[config.mk]
export PLATFORM = sky130hd
export DESIGN_NAME = pix_window_xfer
export DESIGN_NICKNAME = d
export VERILOG_FILES = /design/src/rtl/pwx_pkg.sv /design/src/rtl/pwx_setup.sv /design/src/rtl/pwx_addr.sv /design/src/rtl/pwx_dirty_axis.sv /design/src/rtl/pix_window_xfer.sv
export SDC_FILE = /design/constraint.sdc
export NUM_CORES = 1
export LEC_CHECK = 0
export BUFFER_PORTS_ARGS = -buffer_cell sky130_fd_sc_hd__buf_4
export CORE_AREA = 10 10 231 233
export DETAILED_ROUTE_END_ITERATION = 8
export DIE_AREA = 0 0 241 243
export PLACE_DENSITY = 0.88
export SYNTH_ARGS = -nofsm -noshare
export SYNTH_HDL_FRONTEND = slang
export SYNTH_SLANG_ARGS = --single-unit
[constraint.sdc]
create_clock -name clk_i -period 11.78 [get_ports clk_i]
set_clock_uncertainty 0.15 [all_clocks]
set_input_delay 0.589 -clock clk_i [delete_from_list [all_inputs] [get_ports clk_i]]
set_output_delay 0.589 -clock clk_i [all_outputs]
set_load 0.01 [all_outputs]
[src/rtl/pwx_pkg.sv]
`timescale 1ns/1ps
package pwx_pkg;
  // bytes per pixel for a format code, 0 = unsupported
  function automatic logic [2:0] fmt_bytes(input logic [3:0] code);
    case (code)
      4'd1:       fmt_bytes = 3'd2;
      4'd2, 4'd3: fmt_bytes = 3'd3;
      4'd6, 4'd7: fmt_bytes = 3'd4;
      default:    fmt_bytes = 3'd0;
    endcase
  endfunction
endpackage

[src/rtl/pwx_setup.sv]
`timescale 1ns/1ps
module pwx_setup #(
  parameter int CW = 10
) (
  input  logic [CW-1:0]     xs_i,
  input  logic [CW-1:0]     ys_i,
  input  logic [CW-1:0]     xe_i,
  input  logic [CW-1:0]     ye_i,
  input  logic [3:0]        fmt_i,
  input  logic [2:0]        src_i,
  input  logic [CW-1:0]     panel_w_i,
  output logic              ok_o,
  output logic [CW:0]       dx_o,
  output logic [CW:0]       dy_o,
  output logic [2*CW+1:0]   len_o,
  output logic [CW+2:0]     row_bytes_o,
  output logic [2*CW+1:0]   line_bytes_o,
  output logic [2*CW+1:0]   row_base_o,
  output logic [2*CW+1:0]   x_off_o
);
  localparam int DW = CW + 1;
  localparam int AW = 2 * CW + 2;
  localparam int RW = CW + 3;
  localparam int PW = 2 * CW + 4;

  logic [2:0]    bpp;
  logic [PW-1:0] prod;

  always_comb begin
    bpp          = pwx_pkg::fmt_bytes(fmt_i);
    ok_o         = (src_i <= 3'd3) && (bpp != 3'd0) && (xe_i >= xs_i) && (ye_i >= ys_i);
    dx_o         = DW'(xe_i) - DW'(xs_i) + DW'(1);
    dy_o         = DW'(ye_i) - DW'(ys_i) + DW'(1);
    row_bytes_o  = RW'(bpp) * RW'(dx_o);
    prod         = PW'(row_bytes_o) * PW'(dy_o);
    len_o        = AW'(prod >> 1);
    line_bytes_o = AW'(panel_w_i) * AW'(bpp);
    row_base_o   = AW'(ys_i) * line_bytes_o;
    x_off_o      = AW'(xs_i) * AW'(bpp);
  end
endmodule

[src/rtl/pwx_addr.sv]
`timescale 1ns/1ps
module pwx_addr #(
  parameter int CW = 10
) (
  input  logic              clk_i,
  input  logic              rst_ni,
  input  logic              load_i,
  input  logic              step_i,
  input  logic              fresh_i,
  input  logic [CW+2:0]     s_row_bytes_i,
  input  logic [2*CW+1:0]   s_line_bytes_i,
  input  logic [2*CW+1:0]   s_row_base_i,
  input  logic [2*CW+1:0]   s_x_off_i,
  output logic [2*CW+1:0]   addr_o
);
  localparam int AW = 2 * CW + 2;
  localparam int RW = CW + 3;

  logic [RW-1:0] col_q, rbytes_q, cur_col, cur_rbytes, col_nx;
  logic [AW-1:0] rb_q, xo_q, lb_q, cur_rb, cur_xo, cur_lb;

  always_comb begin
    cur_col    = fresh_i ? '0             : col_q;
    cur_rbytes = fresh_i ? s_row_bytes_i  : rbytes_q;
    cur_rb     = fresh_i ? s_row_base_i   : rb_q;
    cur_xo     = fresh_i ? s_x_off_i      : xo_q;
    cur_lb     = fresh_i ? s_line_bytes_i : lb_q;
    col_nx     = cur_col + RW'(2);
    addr_o     = cur_rb + cur_xo + AW'(cur_col);
  end

  always_ff @(posedge clk_i or negedge rst_ni) begin
    if (!rst_ni) begin
      col_q <= '0; rbytes_q <= '0; rb_q <= '0; xo_q <= '0; lb_q <= '0;
    end else if (load_i) begin
      col_q <= '0; rbytes_q <= s_row_bytes_i; rb_q <= s_row_base_i;
      xo_q <= s_x_off_i; lb_q <= s_line_bytes_i;
    end else if (step_i) begin
      rbytes_q <= cur_rbytes;
      xo_q     <= cur_xo;
      lb_q     <= cur_lb;
      // a row is never narrower than one word, so one wrap suffices
      if (col_nx >= cur_rbytes) begin
        col_q <= col_nx - cur_rbytes;
        rb_q  <= cur_rb + cur_lb;
      end else begin
        col_q <= col_nx;
        rb_q  <= cur_rb;
      end
    end
  end
endmodule

[src/rtl/pwx_dirty_axis.sv]
`timescale 1ns/1ps
module pwx_dirty_axis #(
  parameter int CW = 10
) (
  input  logic          clk_i,
  input  logic          rst_ni,
  input  logic          consume_i,
  input  logic          grow_i,
  input  logic [CW-1:0] start_i,
  input  logic [CW:0]   size_i,
  input  logic [CW-1:0] extent_i,
  output logic [CW:0]   lo_o,
  output logic [CW:0]   hi_o
);
  localparam int DW = CW + 1;

  logic [DW-1:0] base_lo, base_hi, w_lo, w_hi;

  always_comb begin
    base_lo = consume_i ? DW'(extent_i) : lo_o;
    base_hi = consume_i ? '0 : hi_o;
    w_lo    = DW'(start_i);
    w_hi    = DW'(start_i) + size_i;
  end

  always_ff @(posedge clk_i or negedge rst_ni) begin
    if (!rst_ni) begin
      lo_o <= DW'(1) << CW;
      hi_o <= '0;
    end else if (grow_i) begin
      lo_o <= (w_lo < base_lo) ? w_lo : base_lo;
      hi_o <= (w_hi > base_hi) ? w_hi : base_hi;
    end else if (consume_i) begin
      lo_o <= base_lo;
      hi_o <= base_hi;
    end
  end
endmodule

[src/rtl/pix_window_xfer.sv]
`timescale 1ns/1ps
module pix_window_xfer #(
  parameter int CW = 10
) (
  input  logic              clk_i,
  input  logic              rst_ni,
  input  logic [CW-1:0]     win_xs_i,
  input  logic [CW-1:0]     win_ys_i,
  input  logic [CW-1:0]     win_xe_i,
  input  logic [CW-1:0]     win_ye_i,
  input  logic [3:0]        fmt_i,
  input  logic [2:0]        src_sel_i,
  input  logic              src_wr_i,
  input  logic              data_wr_i,
  input  logic [15:0]       data_i,
  input  logic [CW-1:0]     panel_w_i,
  input  logic [CW-1:0]     panel_h_i,
  input  logic              consume_i,
  output logic              fb_we_o,
  output logic [2*CW+1:0]   fb_addr_o,
  output logic [15:0]       fb_data_o,
  output logic              busy_o,
  output logic              done_o,
  output logic              err_o,
  output logic [CW:0]       dirty_x0_o,
  output logic [CW:0]       dirty_y0_o,
  output logic [CW:0]       dirty_x1_o,
  output logic [CW:0]       dirty_y1_o
);
  localparam int DW = CW + 1;
  localparam int AW = 2 * CW + 2;
  localparam int NW = 2 * CW + 2;
  localparam int RW = CW + 3;

  logic          s_ok;
  logic [DW-1:0] s_dx, s_dy;
  logic [NW-1:0] s_len;
  logic [RW-1:0] s_row_bytes;
  logic [AW-1:0] s_line_bytes, s_row_base, s_x_off;

  pwx_setup #(.CW(CW)) i_setup (
    .xs_i(win_xs_i), .ys_i(win_ys_i), .xe_i(win_xe_i), .ye_i(win_ye_i),
    .fmt_i(fmt_i), .src_i(src_sel_i), .panel_w_i(panel_w_i),
    .ok_o(s_ok), .dx_o(s_dx), .dy_o(s_dy), .len_o(s_len),
    .row_bytes_o(s_row_bytes), .line_bytes_o(s_line_bytes),
    .row_base_o(s_row_base), .x_off_o(s_x_off)
  );

  logic [NW-1:0] rem_q, cur_rem;
  logic          fresh, accept, load, last, done_q, err_q;
  logic [CW-1:0] gx_q, gy_q, cur_gx, cur_gy;
  logic [DW-1:0] gdx_q, gdy_q, cur_gdx, cur_gdy;

  always_comb begin
    fresh   = (rem_q == '0);
    load    = src_wr_i & s_ok;
    accept  = data_wr_i & ~src_wr_i & (~fresh | s_ok);
    cur_rem = fresh ? s_len : rem_q;
    last    = accept & (cur_rem == NW'(1));
    cur_gx  = fresh ? win_xs_i : gx_q;
    cur_gy  = fresh ? win_ys_i : gy_q;
    cur_gdx = fresh ? s_dx : gdx_q;
    cur_gdy = fresh ? s_dy : gdy_q;
  end

  always_ff @(posedge clk_i or negedge rst_ni) begin
    if (!rst_ni) begin
      rem_q <= '0; done_q <= 1'b0; err_q <= 1'b0;
      gx_q <= '0; gy_q <= '0; gdx_q <= '0; gdy_q <= '0;
    end else begin
      done_q <= last;
      if (data_wr_i & ~src_wr_i & fresh & ~s_ok) err_q <= 1'b1;
      if (load) rem_q <= s_len;
      else if (accept) rem_q <= cur_rem - NW'(1);
      if (load | (accept & fresh)) begin
        gx_q <= win_xs_i; gy_q <= win_ys_i; gdx_q <= s_dx; gdy_q <= s_dy;
      end
    end
  end

  pwx_addr #(.CW(CW)) i_addr (
    .clk_i(clk_i), .rst_ni(rst_ni), .load_i(load), .step_i(accept), .fresh_i(fresh),
    .s_row_bytes_i(s_row_bytes), .s_line_bytes_i(s_line_bytes),
    .s_row_base_i(s_row_base), .s_x_off_i(s_x_off), .addr_o(fb_addr_o)
  );

  pwx_dirty_axis #(.CW(CW)) i_dirty_x (
    .clk_i(clk_i), .rst_ni(rst_ni), .consume_i(consume_i), .grow_i(last),
    .start_i(cur_gx), .size_i(cur_gdx), .extent_i(panel_w_i),
    .lo_o(dirty_x0_o), .hi_o(dirty_x1_o)
  );

  pwx_dirty_axis #(.CW(CW)) i_dirty_y (
    .clk_i(clk_i), .rst_ni(rst_ni), .consume_i(consume_i), .grow_i(last),
    .start_i(cur_gy), .size_i(cur_gdy), .extent_i(panel_h_i),
    .lo_o(dirty_y0_o), .hi_o(dirty_y1_o)
  );

  assign fb_we_o   = accept;
  assign fb_data_o = data_i;
  assign busy_o    = ~fresh;
  assign done_o    = done_q;
  assign err_o     = err_q;
endmodule

## Word level (Yosys, flattened, before mapping)

Index checks and enable logic that the tools add are counted.

| operators by class | value |
|---|---|
| add/subtract/negate cells | 12 |
| multiply operators | 5 |
| order comparisons | 8 |
| eq/ne operators | 6 |
| muxes and demuxes | 41 |
| bitwise gates (word level) | 12 |
| reductions and logical operators | 9 |

Operator list:

| operator | count |
|---|---|
| $mux 22 | 13 |
| $mux 11 | 18 |
| $mux 13 | 7 |
| $add 22x22->22 | 2 |
| $mul 10x3->13 | 2 |
| $mul 13x11->23 | 1 |
| $add 10x11->11 | 2 |
| $add 11x1->11 const B | 2 |
| $add 22x13->22 | 1 |
| $eq 22x1->1 const B | 1 |
| $gt 11x11->1 | 2 |
| $logic_not 22->1 | 1 |
| $lt 10x11->1 | 2 |
| $mul 10x13->22 | 1 |
| $sub 10x10->11 | 2 |
| $sub 22x1->22 const B | 1 |
| $ge 10x10->1 | 2 |
| $mux 10 | 2 |
| $add 13x2->13 const B | 1 |
| $ge 13x13->1 | 1 |
| $mul 3x11->13 | 1 |
| $sub 13x13->13 | 1 |
| $pmux 3 s3 | 1 |
| $eq 4x2->1 const B | 2 |
| other kinds (10) | 24 |

| storage, ports and cells | value |
|---|---|
| register bits | 202 |
| input port bits | 88 |
| output and inout port bits | 86 |
| word-level logic and storage cells | 109 |

## Depth between registers and ports, before layout

Gate-level depths: netlist of the first run.

| depth | value |
|---|---|
| depth after elaboration | 11 |
| mapped depth | 49 |
| depth with buffers taken out | 48 |

## Cells and area by module

A second synthesis of the first run with hierarchy kept.

| second synthesis, totals | value |
|---|---|
| cell total of the unflattened synthesis | 3246 |
| area total of the unflattened synthesis | 28618.7 um^2 |

Modules (own cells, without submodules):

| module | instances | cells an instance | area each (um^2) | sequential area each (um^2) |
|---|---|---|---|---|
| pwx_setup | 1 | 1504 | 12263.0 | 0.0 |
| pwx_addr | 1 | 831 | 8077.7 | 2302.2 |
| pix_window_xfer | 1 | 516 | 4351.7 | 1651.6 |
| pwx_dirty_axis (i_dirty_y) | 1 | 200 | 1973.1 | 551.8 |
| pwx_dirty_axis (i_dirty_x) | 1 | 195 | 1953.1 | 551.8 |

## Worst setup path after synthesis of the first run

No wires, ideal clock.

| path | value |
|---|---|
| path type | input -> output |
| start point | in fmt_i[3] |
| end point | out fb_addr_o[20] |
| data arrival time | 10.026 ns |
| required time | 11.041 ns |
| slack | 1.015 ns |
| stages on the path | 37 |
| path buffers | 2 |
| cells stage by stage | nor3b_1 clkbuf_1 nand2_1 fa_1 inv_1 ha_1 a21o_1 a21oi_1 o21bai_1 a21oi_1 o21bai_1 a21oi_1 xnor2_1 clkbuf_1 nand2_1 fa_1 inv_1 fa_1 fa_1 fa_1 inv_1 fa_1 inv_1 ha_1 a21oi_1 a21boi_0 xnor2_1 mux2i_1 fa_1 inv_1 ha_1 or3_1 a41oi_1 o21bai_1 a2111o_1 a211o_1 nand3_1 |

| between the ends | value |
|---|---|
| cells in the longest elaborated chain, start to end | 8 |
| elaborated cells on any way between the ends | 15 |
| classes of those cells | 2 x add/sub; 3 x mul; 5 x eq/ne; 3 x mux; 2 x reduce/logical |

Ends and longest elaborated chain:

| what | RTL line | RTL |
|---|---|---|
| from (decl) | pix_window_xfer.sv:11 | `input logic [3:0] fmt_i,` |
| $eq 4x3->1 or $eq 4x2->1 (tied branches) | pwx_pkg.sv:5 | `case (code)` |
| $reduce_or 2->1 | pwx_pkg.sv:5 |  |
| $pmux 3 s3 (*) | pwx_pkg.sv:5 |  |
| $mul 10x3->13 | pwx_setup.sv:37 | `line_bytes_o = AW'(panel_w_i) * AW'(bpp);` |
| $mul 10x13->22 | pwx_setup.sv:38 | `row_base_o = AW'(ys_i) * line_bytes_o;` |
| $mux 22 | pwx_addr.sv:25 | `cur_rb = fresh_i ? s_row_base_i : rb_q;` |
| $add 22x22->22 (*) | pwx_addr.sv:29 | `addr_o = cur_rb + cur_xo + AW'(cur_col);` |
| $add 22x13->22 (*) | pwx_addr.sv:29 |  |
| to (decl) | pix_window_xfer.sv:20 | `output logic [2*CW+1:0] fb_addr_o,` |

Every way passes the cells marked *; elsewhere a longest branch is shown, timed or not.

## Worst setup path after layout of the first run

| path | value |
|---|---|
| start point | in fmt_i[1] |
| end point | out fb_addr_o[20] |

Same word-level chain as after synthesis.

==> flow_summary.ini, run 1 <==
[floorplan]
die-area_sq_mm = 0.05856
die_h_um = 243
num_rows = 81
chipWidth_um = 241
initial_core_util_pct = 57.67
io_pins = 174
coreArea_sq_mm = 0.04865

[power_and_ir_drop]
total_power_mw = 7.747
netSwitchingFraction_pct = 51.60
combPwrFrac_pct = 75.5
leakage_nw = 15.84
seqPwrFrac_pct = 13.7
internal_power_mw = 3.749
pwr_density_cell_mw_per_mm2 = 252.2
pwr-share-clk_pct = 10.8
peakVddDrop_v = 0.0002016
switching_power_mw = 3.998

[worst_hold_path]
hp-start = data_wr_i
min_path_cells = 2
holdPathEnd = err_o
hp-class = input port to flip-flop

[placement]
place_congestion = 0.9704
dp.cells = 4107
port_buffers = 139
dp_slack_ns = -0.007263
hpwl_mm = 62.64

[logic_synthesis]
synth.distinct_cells = 89
seq_area_frac_synth_pct = 18.03
synth_edf_count = 0
syn-cell-area_sq_mm = 0.02806
yosys.area.top_type_share_pct = 17.84
syn_inst = 3431
ys_seq_elements = 202
synth_top_area_cell = dfrtp_1
synthFlopType = dfrtp_1
ys_top_cells_by_count = nand2_1, inv_1, ha_1, fa_1, nor2_1
synthTopCellsByArea = dfrtp_1, fa_1, ha_1
synthesis.nets = 4068
yosys_warnings = 0
synth_most_common_cell = nand2_1
syn_avg_cell_area_sq_um = 8.177
async_flop_share_pct = 100.0

[clock_network]
clockBufferDepth = 3
cts_max_level = 1
cts_made_buffers = 25
cts.clk_slew.worst_paths_ns = 0.05
post_cts_buffers = 0
insertion_delay_ns = 0.56
cts-root-buf = clkbuf_16
clock-sinks = 202
cts_tree = yes

[routing]
drc = 0
wire_per_inst_um = 19.07
first_pass_iters = 6
drt-initial-drc-count = 2166
antenna_left = 0
vias = 24810
drt_wl_total_mm = 79.23
routed_via_density = 5.973

[setup_path]
critPathMaxFanout = 21
crit_family = adder cells
arrival_ns = 10.52
crit_top_cell = fa_1
slowest_stage = fa_1
r2r_slack_ns = 4.61
worstPathRequired_ns = 11.04
endpoint_kind = primary output
reg2reg_to = i_dirty_y.hi_o[10]
worst-path-buf-inv = 8
rr_worst_depth = 23
critPathKind = input port to primary output
r2r-start = rem_q[18]
cp_slowest_stage_delay_ns = 0.55
cp-start-kind = input port

[sta]
setup_violations = 0
hold_viol = 0
min_period_ns = 11.26
rsz0062_at_grt = no
fmax_mhz = 88.80
fin_hold_ws_ns = 0.1398
worst_pin_slew_ns = 1.195
slew_headroom_pct = 19.48
maxSlewViolCount = 0
fin_ws_ns = 0.5181
period_share_pct = 95.60

[global_routing]
grt_overflow = 0
grt_max_degree = 91
antenna_found_initial = 0
grt_usage_pct = 27.01
first_global_vias = 24920
grt_pass1_wl_mm = 129.1

[layout]
final_cell_count_no_fill = 4154
drive_above_1_share_pct = 8.975
final_nets = 4150
n_antenna_cell = 0
area_growth_pct = 9.485

[status]
status = finished, final reports clean

[job]
maxCapViolCount = 0
## final cells by class
type | count | area [sq um]
Clock buffer | 35 | 703.2
Multi-Input combinational cell | 2669 | 20910
Clock inverter | 11 | 165.2
Fill cell | 3865 | 17930
Tap cell | 622 | 778.2
Inverter | 408 | 1536
Sequential cell | 202 | 5057
Timing Repair Buffer | 207 | 1564
## metrics by stage
stage / area, sq um / util [%] / TNS, ns
floorplan: 28060 / - / 0
global placement: 29780 / 61.22 / 0
detailed placement: 29780 / 61.22 / -0.01533
CTS: 30660 / 63.03 / 0
global route: 30720 / 63.15 / 0
finish: 30720 / 63.15 / 0
## how the worst max path moves through the flow
stage	from	end	slack, ns	depth (start not counted)
global route	win_xs_i[1]	i_dirty_y.hi_o[9]	0.02	50
global placement	win_xs_i[1]	i_dirty_y.lo_o[6]	0.24	47
finish	fmt_i[1]	fb_addr_o[20]	0.52	40
detailed placement	win_xs_i[1]	i_dirty_y.lo_o[3]	-0.007	47
CTS	fmt_i[1]	fb_addr_o[20]	0.26	40
floorplan	fmt_i[3]	fb_addr_o[20]	1.02	37
## state kept, by name, indices dropped and copies added, names as in the netlist, 13 cells and up
name             count
i_addr.rb_q         22
i_addr.col_q        13
i_addr.rbytes_q     13
i_addr.xo_q         22
i_addr.lb_q         22
rem_q               22
## cells in the final DEF (no fill, tap or decap), drive strengths merged, types with 14 or more instances in the layout
master and count:
nand2 562, inv 409, ha 311, fa 238, nor2 214, buf 206, dfrtp 200, o21ai 184
a21oi 184, and2 146, xnor2 106, mux2i 61, xor2 61, nor2b 53, a21o 47, nor3 47
nand3 45, o21bai 41, nand2b 38, clkbuf 35, o21a 27, mux2 26, a31oi 24, nand4 23
a211oi 17, o211ai 15, and3 14
## repair_timing
item	4_1_cts	5_1_grt
hold buffers	1	0
gates resized for setup	0	12
hold endpoints to repair	88	0
endpoints found under the setup margin	0	35
## worst reg2reg max path: stages, from the launching register on
cell	delay [ns]
dfrtp_1	0.42
nor4_1	0.82
nand3_1	0.52
nor2_4	0.30
inv_6	0.18
buf_4	0.58
a21oi_1	0.69
inv_1	0.19
ha_1	0.38
a21oi_1	0.15
o21bai_1	0.11
a21oi_1	0.20
o21bai_1	0.13
a21oi_1	0.21
o21bai_1	0.12
a21o_1	0.19
a21oi_1	0.18
xor2_1	0.30
ha_1	0.21
nand4_1	0.07
o32ai_1	0.35
nor3_2	0.09
buf_4	0.19
mux2_1	0.33
## kinds of logic (layout without fill, tap and decap cells)
kind of cell / count (synthesis) / in the layout / share of synthesized area [%]
adder cells (fa/ha/maj): 551 / 551 / 30.92
AO/OA/AOI/OAI: 654 / 654 / 14.65
flip-flops: 202 / 202 / 18.03
multiplexers: 87 / 87 / 3.247
XOR/XNOR: 168 / 168 / 5.347
AND/OR/NAND/NOR: 1209 / 1209 / 20.01
buffers and inverters: 560 / 661 / 7.800
## power groups by stage
stage	clock [mW]	combinational, mW	sequential, mW
6_report	0.838	5.85	1.06
4_1_cts	0.839	5.76	1.05
3_5_place_dp	0	5.69	1.06
2_1_floorplan	0	4.13	1.02
5_1_grt	0.864	6.54	1.09
3_3_place_gp	0	5.54	1.05
## routing by layer
| layer | track usage, % | vias to the layer above | share of wire [%] |
|---|---|---|---|
| li1 | - | 11530 | - |
| met1 | 33.14 | 11930 | 38 |
| met2 | 44.49 | 1092 | 47 |
| met3 | 5.190 | 263 | 9.0 |
| met4 | 13.46 | 0 | 5.6 |
| met5 | 0 | - | 0 |
Note: power is estimated with default switching activity, not from simulation.
==> run 2: changes to the inputs <==
--- a/constraint.sdc
+++ b/constraint.sdc
@@ -3,3 +3,3 @@
 set_input_delay 0.589 -clock clk_i [delete_from_list [all_inputs] [get_ports clk_i]]
 set_output_delay 0.589 -clock clk_i [all_outputs]
-set_load 0.01 [all_outputs]
+set_load 0.02 [all_outputs]
==> run 2 against run 1 <==
Effect of this change: via count decreased by 0.37%; total power increased by 1.4%; critical path depth unchanged; first-iteration DRC count decreased by 2.7%; design area about the same; setup slack got worse by 0.046 ns; non-clock buffer count increased by 1; combinational power increased by 3%; global-route usage decreased by 0.13 points; clock power decreased by 4.2%; worst hold slack improved by 0.0043 ns; critical path type unchanged; critical endpoint unchanged.
==> flow_summary.ini, run 2 (synthesized netlist as in run 1, its figures left out) <==
[status]
status = finished, final reports clean

[clock_network]
cts-root-buf = clkbuf_16
post_cts_buffers = 0
cts_made_buffers = 24
clock-sinks = 202
cts_max_level = 1
clockBufferDepth = 3
cts_tree = yes
cts.clk_slew.worst_paths_ns = 0.06
insertion_delay_ns = 0.55

[routing]
drt-initial-drc-count = 2108
vias = 24720
drt_wl_total_mm = 79.09
antenna_left = 0
drc = 0
wire_per_inst_um = 19.04
first_pass_iters = 5
routed_via_density = 5.951

[layout]
drive_above_1_share_pct = 9.006
fill_cells = 3906
utilization_pct = 63.12
final_common_cell = nand2_1
ff_latch_area_sq_mm = 0.005057
final_nets = 4150
area_growth_pct = 9.436
final_cell_mix = nand2_1, inv_1, ha_1
multiInputGateArea_sq_mm = 0.02091

[sta]
setup_tns_ns = 0
period_share_pct = 95.99
hold_viol = 0
setup_violations = 0
fin_ws_ns = 0.4721
min_period_ns = 11.31
slew_headroom_pct = 23.21
maxSlewViolCount = 0
worst_pin_slew_ns = 1.143
fmax_mhz = 88.43
fin_hold_ws_ns = 0.1441

[worst_hold_path]
min_path_cells = 2
hp-class = input port to flip-flop
holdPathEnd = err_o
hp-start = data_wr_i

[floorplan]
initial_core_util_pct = 57.67
coreArea_sq_mm = 0.04865
die_h_um = 243
io_pins = 174
chipWidth_um = 241
die-area_sq_mm = 0.05856
num_rows = 81

[power_and_ir_drop]
switching_power_mw = 4.132
pwr_density_cell_mw_per_mm2 = 256.0
netSwitchingFraction_pct = 52.58
leakage_nw = 15.83
peakVddDrop_v = 0.0002140
internal_power_mw = 3.727
combPwrFrac_pct = 76.3
pwr-share-clk_pct = 10.2
seqPwrFrac_pct = 13.5
total_power_mw = 7.860

[placement]
hpwl_mm = 62.32
place_congestion = 0.9710
port_buffers = 139
dp_slack_ns = 0.1585

[setup_path]
rr_worst_depth = 17
cp-start-kind = input port
r2r-start = rem_q[18]
cp_slowest_stage_delay_ns = 0.53
critPathMaxFanout = 14
reg2reg_to = i_addr.rb_q[21]
crit_top_cell = fa_1
slowest_stage = fa_1
arrival_ns = 10.57
r2r_slack_ns = 4.38
endpoint_kind = primary output
worstPathRequired_ns = 11.04
critPathKind = input port to primary output

[global_routing]
grt_usage_pct = 26.88
grt_pass1_wl_mm = 128.7
grt_overflow = 0
first_global_vias = 24860
antenna_found_initial = 0
grt_max_degree = 101

[job]
maxCapViolCount = 0
-- run 2: repair_timing --
action                                 4_1_cts  5_1_grt
endpoints found under the hold margin       61        0
gates resized for setup                      0       15
hold buffers                                 1        0
setup endpoints to repair                    0        5
-- run 2: power by group through the flow --
stage	clock network (mW)	registers (mW)	logic (mW)
after floorplan	0	1.03	4.24
after global placement	0	1.05	5.67
after detailed placement	0	1.06	5.82
after CTS	0.808	1.05	5.89
after global routing	0.833	1.08	6.66
final	0.803	1.06	6.00
-- run 2: worst max path at each step --
| stage | end | slack (ns) | from |
|---|---|---|---|
| floorplan | fb_addr_o[20] | 0.94 | fmt_i[3] |
| global placement | i_dirty_y.lo_o[0] | 0.31 | win_xs_i[1] |
| detailed placement | i_dirty_y.lo_o[0] | 0.16 | win_xs_i[1] |
| CTS | fb_addr_o[20] | 0.30 | fmt_i[2] |
| global route | fb_addr_o[20] | -0.05 | fmt_i[3] |
| finish | fb_addr_o[20] | 0.47 | fmt_i[3] |
-- run 2: per-stage QoR --
stage	instances	area [sq um]
finish	4154	30700
global route	4153	30700
CTS	4153	30640
detailed placement	4108	29810
global placement	4108	29810
floorplan	3431	28060
-- run 2: area by class of cell --
class                      instances  share of cell area [%]
tap                              622                   2.535
clock inverter                    11                  0.4360
sequential                       202                   16.47
antenna                            1                0.008150
inverter                         408                   5.004
timing repair buffer             208                   5.212
multi-input combinational       2669                   68.10
clock buffer                      33                   2.233
-- run 2: critical path: cells and delay by family --
kind | cells | cell delay [ns]
multiplexers | 1 | 0.13
adder cells (fa/ha/maj) | 10 | 4.59
AO/OA/AOI/OAI | 11 | 2.34
AND/OR/NAND/NOR | 6 | 1.21
buffers and inverters | 10 | 1.17
XOR/XNOR | 2 | 0.51
-- run 2: layer usage --
layer,GRT usage [%],up-vias,share of wire [%]
met2,45.07,1105,48
met4,12.19,0,4.7
li1,-,11510,-
met5,0,-,0
met3,4.487,230,8.6
met1,33.19,11880,39
